**config.mk**
```make
export PLATFORM = sky130hd
export DESIGN_NAME = ring_fetch_ctrl
export DESIGN_NICKNAME = d
export VERILOG_FILES = /design/src/rtl/rfc_pkg.sv /design/src/rtl/rfc_tail_reg.sv /design/src/rtl/rfc_slot_step.sv /design/src/rtl/rfc_walker.sv /design/src/rtl/ring_fetch_ctrl.sv
export SDC_FILE = /design/constraint.sdc
export NUM_CORES = 1
export LEC_CHECK = 0
export ABC_AREA = 1
export BUFFER_PORTS_ARGS = -buffer_cell sky130_fd_sc_hd__clkbuf_2
export CORE_MARGIN = 3
export CORE_UTILIZATION = 59
export CTS_CLUSTER_SIZE = 24
export DETAILED_ROUTE_END_ITERATION = 7
export GPL_TIMING_DRIVEN = 0
export PLACE_DENSITY = 0.94
export SLEW_MARGIN = 10
export SYNTH_ARGS = -nofsm -noshare
export SYNTH_HDL_FRONTEND = slang
export SYNTH_SLANG_ARGS = --single-unit
```
**constraint.sdc**
```tcl
create_clock -name clk -period 6.35 [get_ports clk]
set_input_delay 0.9525 -clock clk [delete_from_list [all_inputs] [get_ports clk]]
set_output_delay 0.9525 -clock clk [all_outputs]
set_load 0.02 [all_outputs]
```
**src/rtl/rfc_pkg.sv**
```systemverilog
package rfc_pkg;
   typedef enum logic [1:0] {
      ST_HALT = 2'd0,
      ST_EVAL = 2'd1,
      ST_WAIT = 2'd2
   } walk_state_e;
endpackage

```
**src/rtl/rfc_tail_reg.sv**
```systemverilog
module rfc_tail_reg #(
   parameter int ADDR_W = 32
) (
   input  logic              clk,
   input  logic              rst_n,
   input  logic              wr_i,
   input  logic [ADDR_W-1:0] wdata_i,
   output logic [ADDR_W-1:0] tail_o
);
   always_ff @(posedge clk or negedge rst_n) begin
      if (!rst_n)    tail_o <= '0;
      else if (wr_i) tail_o <= wdata_i;
   end
endmodule

```
**src/rtl/rfc_slot_step.sv**
```systemverilog
module rfc_slot_step #(
   parameter int ADDR_W     = 32,
   parameter int LEN_W      = 8,
   parameter int DESC_BYTES = 16
) (
   input  logic [ADDR_W-1:0] base_i,
   input  logic [LEN_W-1:0]  len_i,
   input  logic [ADDR_W-1:0] cur_i,
   output logic [ADDR_W-1:0] last_o,
   output logic              at_last_o,
   output logic [ADDR_W-1:0] next_o
);
   localparam int SHIFT = $clog2(DESC_BYTES);
   localparam logic [ADDR_W-1:0] STEP = ADDR_W'(DESC_BYTES);

   initial begin
      assert (DESC_BYTES >= 1 && (1 << SHIFT) == DESC_BYTES && LEN_W + SHIFT <= ADDR_W)
         else $error("rfc_slot_step: descriptor size must be a power of two that fits the address");
   end

   generate
      if (SHIFT == 0) begin : g_unit
         assign last_o = base_i + ADDR_W'(len_i);
      end else begin : g_shift
         assign last_o = base_i + (ADDR_W'(len_i) << SHIFT);
      end
   endgenerate

   assign at_last_o = (cur_i == last_o);
   assign next_o    = at_last_o ? base_i : cur_i + STEP;
endmodule

```
**src/rtl/rfc_walker.sv**
```systemverilog
module rfc_walker
   import rfc_pkg::*;
#(
   parameter int ADDR_W = 32
) (
   input  logic              clk,
   input  logic              rst_n,
   input  logic              run_i,
   input  logic              ack_i,
   input  logic              caught_up_i,
   input  logic [ADDR_W-1:0] base_i,
   input  logic [ADDR_W-1:0] next_i,
   output walk_state_e       state_o,
   output logic [ADDR_W-1:0] cur_o
);
   always_ff @(posedge clk or negedge rst_n) begin
      if (!rst_n) begin
         state_o <= ST_HALT;
         cur_o   <= '0;
      end else begin
         unique case (state_o)
            ST_HALT: if (run_i) begin
               cur_o   <= base_i;
               state_o <= ST_EVAL;
            end
            ST_EVAL: begin
               if (!run_i)            state_o <= ST_HALT;
               else if (!caught_up_i) state_o <= ST_WAIT;
            end
            ST_WAIT: if (ack_i) begin
               cur_o   <= next_i;
               state_o <= run_i ? ST_EVAL : ST_HALT;
            end
            default: state_o <= ST_HALT;
         endcase
      end
   end

   // an open handshake keeps its state and address until acknowledged
   assert_hold_until_ack_R3: assert property (@(posedge clk) disable iff (!rst_n)
      (state_o == ST_WAIT && !ack_i) |=> (state_o == ST_WAIT && $stable(cur_o)));

   // the pointer never moves while the walker is deciding or suspended
   assert_eval_no_move_R6: assert property (@(posedge clk) disable iff (!rst_n)
      (state_o == ST_EVAL) |=> $stable(cur_o));
endmodule

```
**src/rtl/ring_fetch_ctrl.sv**
```systemverilog
module ring_fetch_ctrl
   import rfc_pkg::*;
#(
   parameter int ADDR_W     = 32,
   parameter int LEN_W      = 8,
   parameter int DESC_BYTES = 16
) (
   input  logic              clk,
   input  logic              rst_n,
   input  logic              run_i,
   input  logic [ADDR_W-1:0] base_addr_i,
   input  logic [LEN_W-1:0]  ring_len_i,
   input  logic              tail_wr_i,
   input  logic [ADDR_W-1:0] tail_addr_i,
   output logic              req_o,
   output logic [ADDR_W-1:0] req_addr_o,
   input  logic              ack_i,
   output logic [ADDR_W-1:0] cur_addr_o,
   output logic              suspended_o,
   output logic              stopped_o
);
   localparam logic [ADDR_W-1:0] STEP = ADDR_W'(DESC_BYTES);

   walk_state_e       state;
   logic [ADDR_W-1:0] cur, tail, last_slot, next_slot;
   logic              at_last, caught_up;

   rfc_tail_reg #(.ADDR_W(ADDR_W)) u_tail (
      .clk(clk), .rst_n(rst_n), .wr_i(tail_wr_i), .wdata_i(tail_addr_i), .tail_o(tail));

   rfc_slot_step #(.ADDR_W(ADDR_W), .LEN_W(LEN_W), .DESC_BYTES(DESC_BYTES)) u_step (
      .base_i(base_addr_i), .len_i(ring_len_i), .cur_i(cur),
      .last_o(last_slot), .at_last_o(at_last), .next_o(next_slot));

   assign caught_up = (cur == tail);

   rfc_walker #(.ADDR_W(ADDR_W)) u_walk (
      .clk(clk), .rst_n(rst_n), .run_i(run_i), .ack_i(ack_i), .caught_up_i(caught_up),
      .base_i(base_addr_i), .next_i(next_slot), .state_o(state), .cur_o(cur));

   assign req_o       = (state == ST_WAIT);
   assign req_addr_o  = cur;
   assign cur_addr_o  = cur;
   assign stopped_o   = (state == ST_HALT);
   assign suspended_o = (state == ST_EVAL) && caught_up;

   // ordinary advance by one descriptor
   assert_step_R4: assert property (@(posedge clk) disable iff (!rst_n)
      (req_o && ack_i && !at_last) |=> (cur_addr_o == $past(cur_addr_o) + STEP));

   // leaving the last slot returns to the base
   assert_wrap_R5: assert property (@(posedge clk) disable iff (!rst_n)
      (req_o && ack_i && at_last) |=> (cur_addr_o == $past(base_addr_i)));

   // a running pointer stays inside the ring
   assert_in_ring_R5: assert property (@(posedge clk) disable iff (!rst_n)
      (!stopped_o) |-> (cur_addr_o >= base_addr_i && cur_addr_o <= last_slot));

   // a stop never drops a pending request
   assert_stop_drains_R9: assert property (@(posedge clk) disable iff (!rst_n)
      (req_o && !ack_i && !run_i) |=> req_o);

   // a stop while suspended halts on the next cycle
   assert_stop_idle_R10: assert property (@(posedge clk) disable iff (!rst_n)
      (suspended_o && !run_i) |=> stopped_o);
endmodule

```
# ---- After elaboration in Yosys (flattened, before gate mapping)
# Cells that the tools add are included.
dict set report word_totals {
  out_inout_bits 67
  latch_bits 0
  mem_bits_ro 0
  reg_bits 66
  mem_count 0
  ramBits 0
}
dict set report classes {
  n_lt_le_gt_ge 0
  multipliers 0
  reduce_logical 5
  shifts 0
  mux 10
  n_bitwise 0
  n_eq_ne 7
  div 0
  addsub 2
}
# op count
set ops {}
lappend ops {{$mux 32} 3}
lappend ops {{$eq 32x32->1} 2}
lappend ops {{$pmux 32 s2} 1}
lappend ops {{$add 32x12->32} 1}
lappend ops {{$add 32x5->32 const B} 1}
lappend ops {{$mux 2} 4}
lappend ops {{$pmux 2 s3} 1}
lappend ops {{$reduce_and 3->1} 2}
lappend ops {{$ne 3x3->1 const B} 1}
lappend ops {{$eq 2x1->1 const B} 1}
lappend ops {{$eq 2x2->1 const B} 1}
lappend ops {{$logic_not 2->1} 1}
lappend ops {{$ne 2x1->1 const B} 1}
lappend ops {{$ne 2x2->1 const B} 1}
lappend ops {{$reduce_bool 2->1} 1}
lappend ops {{$logic_and 1x1->1} 1}
lappend ops {{$mux 1} 1}

# ---- Depth between registers and ports, before layout
dict set report depth {
  word_depth 5
  mapped_depth 21
}

# ---- Modules after synthesis
# From an unflattened synthesis, not the netlist that was laid out.
dict set report hier_totals {
  cells_unflattened 1235
  hier_area_um2 7159.4
}
# mod cells_per_inst n_inst seq_area_each_um2 area_per_inst_um2
set modules_own_cells {}
lappend modules_own_cells {rfc_slot_step 708 1 0.0 3357.0}
lappend modules_own_cells {rfc_walker 254 1 850.8 1757.9}
lappend modules_own_cells {rfc_tail_reg 136 1 800.8 1292.5}
lappend modules_own_cells {ring_fetch_ctrl 137 1 0.0 752.0}

# ---- Worst setup path before layout
# Ideal clock, no wire load.
dict set report synth_timing {
  path_kind {input port to flip-flop}
  from {input port base_addr_i[4]}
  to {register u_walk.cur_o[1]}
  path_stages 21
  required_ps 6232
  n_path_buf 1
  arrival_time_ps 3017
  setup_ps 118
  slack_ps 3216
  cell_sequence {ha_1 -> fa_1 -> nand2_1 -> nand2_1 -> nand3_1 -> nand2_1 -> nand2_1 -> nand2_2 -> nand2_1 -> nand2_1 -> nand2_1 -> nand2_1 -> inv_1 -> nand2_1 -> nor2_1 -> nand3_2 -> nand2_4 -> nand2_4 -> buf_6 -> nand2_1 -> nand2_1}
}
dict set report synth_via {
  elab_chain_cells 5
}
# element line_no
set synth_lines {}
lappend synth_lines {{start: declaration} ring_fetch_ctrl.sv:11} ;# input logic [ADDR_W-1:0] base_addr_i,
lappend synth_lines {{$add 32x12->32} rfc_slot_step.sv:25} ;# assign last_o = base_i + (ADDR_W'(len_i) << SHIFT);
lappend synth_lines {{$eq 32x32->1} rfc_slot_step.sv:29} ;# assign at_last_o = (cur_i == last_o);
lappend synth_lines {{$mux 32} rfc_slot_step.sv:30} ;# assign next_o = at_last_o ? base_i : cur_i + STEP;
lappend synth_lines {{$mux 32} rfc_walker.sv:30} ;# ST_WAIT: if (ack_i) begin
lappend synth_lines {{$pmux 32 s2} rfc_walker.sv:21} ;# unique case (state_o)
lappend synth_lines {{end signal: assignment} rfc_walker.sv:23} ;# cur_o <= base_i;
lappend synth_lines {{end signal: assignment} rfc_walker.sv:31} ;# cur_o <= next_i;
lappend synth_lines {{end: declaration} rfc_walker.sv:14} ;# output logic [ADDR_W-1:0] cur_o
# No other way between the ends. The select of a mux whose other input is x is not followed.
# A chain may end at the register's enable or synchronous reset.

# ---- Worst setup path after layout
dict set report layout_timing {
  from {input port base_addr_i[4]}
  to {register u_walk.cur_o[2]}
}
# Same word-level chain as after synthesis.

==> metrics.csv <==
stage,metric,value,unit
power_and_ir_drop,Leakage,3.80,nW
layout,Finished Layout Cells,1173,
floorplan,full die area,11200,um^2
critical_path,crit path from,base_addr_i[4],
cts,setup repair bufs after CTS,0,
critical_path,reg2reg start,u_walk.state_o[0],
synth,register area share after synthesis,28.1,%
run_status,outcome,finished clean,
power_and_ir_drop,Pwr Density,294,nW/um^2
global_routing,initial antenna violation count,0,
floorplan,core area,9460,um^2
global_routing,global-route wire length before repair,29.8,mm
detailed_routing,post-route ant nets,0,
critical_path,r2r worst-path depth,7,
layout,layout cell share with drive strength beyond 1,23.9,%
timing,RSZ-0062 raised after global routing,false,
timing,skew final,0.0136,ns
hold_path,Hold Path Cell Cnt,1,
critical_path,critical setup path kind,in2reg,
critical_path,CP max FO,10,
critical_path,startpoint types,input pin,
timing,Final Max Tran Viols,0,
power_and_ir_drop,Max VDD drop,0.000159,V
timing,Slew HR,32.3,%
cts,Clk Tree Root Cell,clkbuf_8,
critical_path,crit end category,flop,
synth,mux contribution to synthesized area,3.06,%
hold_path,worst hold endpoint,u_tail.tail_o[31],
timing,worst setup margin,2.81,ns
synth,post-synthesis compound-gate area fraction,1.98,%
global_routing,largest net degree at the start of global routing,39,
detailed_routing,final wirelength,18.5,mm
synth,post-synthesis simple-gate area fraction,41.7,%
placed_design,"worst slack, placed",2.48,ns
detailed_routing,Vias,6422,
cts,CTS resizes,0,
floorplan,I/O pin count,144,
timing,Final Hold Vio Count,0,
synth,Synth cell types,37,
placed_design,DP Area,6780,um^2
global_routing,number of global-route vias before repair,6215,
layout,Layout Cell Area excl Fill,6980,um^2
hold_path,Hold WC Path Type,reg2reg,
critical_path,arrival time at the worst endpoint,3.77,ns
cts,clk_lat worst skew,0.35,ns
floorplan,die width,106,um
synth,Mapped Cells,886,
detailed_routing,Vias/cell,5.47,
placed_design,placed insts,1158,
cts,H-tree Lvls,3,
flow_run,Max-Cap Viols,0,
global_routing,GRT overflow,0,
synth,Post-Synth XOR/XNOR Area,9.38,%
timing,fmax,0.282,GHz
layout,Layout area overhead,18.7,%
timing,Worst Max-Slew Pin Slew,1.01,ns
synth,Syn Nets,973,
synth,register bit total from synthesis,66,
layout,ant diodes,0,
placed_design,final estimated routing congestion in global placement,0.991,
detailed_routing,DRC,0,
power_and_ir_drop,Tot Pwr,2.05,mW
synth,largest family of logic cells by synthesized area,simple AND/OR/NAND/NOR gates,
floorplan,Die Span Y,106,um
cts,CTS Hold Bufs,0,
placed_design,input/output buffers,142,
floorplan,Core Rows,35,
layout,fin nets,1127,
timing,# setup viols final,0,
timing,final period utilization,55.8,%
hold_path,worst hold path startpoint,u_tail.tail_o[31],
detailed_routing,TritonRoute pass-1 iters,5,
synth,mapped cell area,5880,um^2
timing,min Tclk post-route,3.54,ns
synth,warnings from Yosys,0,
critical_path,R2R setup slack,3.60,ns
cts,clock-pin slew on the worst setup and hold paths,0.07,ns
critical_path,WP data required,6.58,ns
synth,Yosys top cell area share,28.1,%
cts,Clock Sinks,66,
placed_design,Final HPWL DP,15.1,mm
detailed_routing,Iter 0 DRT Violations,605,
cts,cts bufs inserted,9,
synth,Post-Synth Adder-Cell Area,2.26,%
floorplan,starting density of the core,62.2,%
global_routing,gr usage total,33.5,%
cts,CTS tree,built,
synth,synth top area cells,"dfrtp_1 (28%), nand2_1 (18%), nand3_1 (9.4%)",
synth,syn avg cell area,6.64,um^2
timing,Final TNS setup,0,ns
detailed_routing,Routed WL per cell,15.8,um
cts,Max Root-Sink Buffers,2,
synth,post-synth top area cell,dfrtp_1,
critical_path,Crit Reg-Reg Endpoint,u_walk.cur_o[30],
## worst max-delay path, stage by stage
cell	delay (ns)
clkbuf_2	0.10
ha_1	0.28
fa_1	0.43
nand2_1	0.18
nand2_1	0.10
nand3_1	0.10
nand2_1	0.14
nand2_1	0.10
nand2_1	0.06
nor2_1	0.09
nand3_1	0.11
nor2_1	0.11
nand3_1	0.08
nor2_1	0.12
nand3_2	0.23
nand2_4	0.19
nand2_4	0.11
buf_6	0.17
nand2_1	0.06
nand2_1	0.06
## synthesized netlist by cell type (all sizes together)
| cell | number |
|---|---|
| clkbuf | 22 |
| clkinv | 1 |
| nor3b | 1 |
| mux2 | 16 |
| nand2 | 288 |
| a21boi | 1 |
| o21ai | 18 |
| nor2 | 53 |
| fa | 1 |
| ha | 9 |
| nand4 | 38 |
| nand3b | 14 |
| and2 | 1 |
| or2 | 8 |
| xnor2 | 26 |
| nor3 | 11 |
| nor4 | 8 |
| dfrtp | 66 |
| and3 | 2 |
| xor2 | 37 |
| buf | 40 |
| inv | 110 |
| nand3 | 112 |
| a21oi | 3 |
## kinds of logic after synthesis
group	Yosys count
AND/OR/NAND/NOR	536
buffers and inverters	173
flip-flops	66
XOR/XNOR	63
AO/OA/AOI/OAI	22
multiplexers	16
adder cells (fa/ha/maj)	10
## placed cells by master (no fill, tap or decap), types with 2 or more instances in the layout
master	netlist	final
ha_1	9	9
nand3_1	110	110
buf_2	4	4
clkbuf_1	21	22
dfrtp_1	66	66
nor3_2	4	4
nor4_1	7	7
xnor2_1	26	26
nand2_1	282	282
clkbuf_2	1	142
nand2_2	4	4
a21oi_1	3	3
or2_2	7	7
inv_1	104	104
clkbuf_8	0	12
xor2_1	37	37
nor3_1	7	7
nand4_1	38	38
nand3_2	2	2
o21ai_0	17	17
and3_1	2	2
nor2_1	46	46
buf_4	35	35
inv_2	6	6
nor2_2	6	6
nand3b_1	14	14
mux2_2	16	16
nand2_4	2	2
## registers in the layout, indices dropped and copies added, names as in the netlist
register        count
u_walk.cur_o       32
u_walk.state_o      2
u_tail.tail_o      32
## worst max path at each step
stage / cells past startpoint / to
5_1_grt: 20 / u_walk.cur_o[2]
2_1_floorplan: 21 / u_walk.cur_o[1]
4_1_cts: 22 / u_walk.cur_o[2]
6_report: 20 / u_walk.cur_o[2]
3_5_place_dp: 22 / u_walk.cur_o[2]
3_3_place_gp: 22 / u_walk.cur_o[0]
## layout make-up
class / count / area, um^2
tap: 129 / 161
clock inverter: 2 / 35.0
buffer: 62 / 378
timing repair buffer: 143 / 733
clock buffer: 13 / 169
fill: 814 / 2480
sequential: 66 / 1650
inverter: 111 / 417
multi-input combinational: 647 / 3430
## report_power, final
group          switching [mW]  leakage, nW  internal [mW]
Sequential              0.125        0.801          0.498
Combinational           0.653         2.90          0.401
Clock                   0.161        0.106          0.211
## per-stage QoR
stage	util, %	hold slack, ns
final	73.8	0.533
after global routing	73.8	0.558
after CTS	73.8	0.538
after detailed placement	71.6	0.522
after global placement	71.4	0.510
after floorplan	-	0.497
## layer usage
metal	part of all wire [%]	GRT usage, %	up-vias	routed length [um]
met1	40	41.7	2929	7450
met2	48	57.7	335	8910
met5	0	0	-	0
met4	2.9	12.1	0	545
met3	8.6	6.25	51	1600
li1	-	-	3107	-
(Power assumes the default switching activity.)
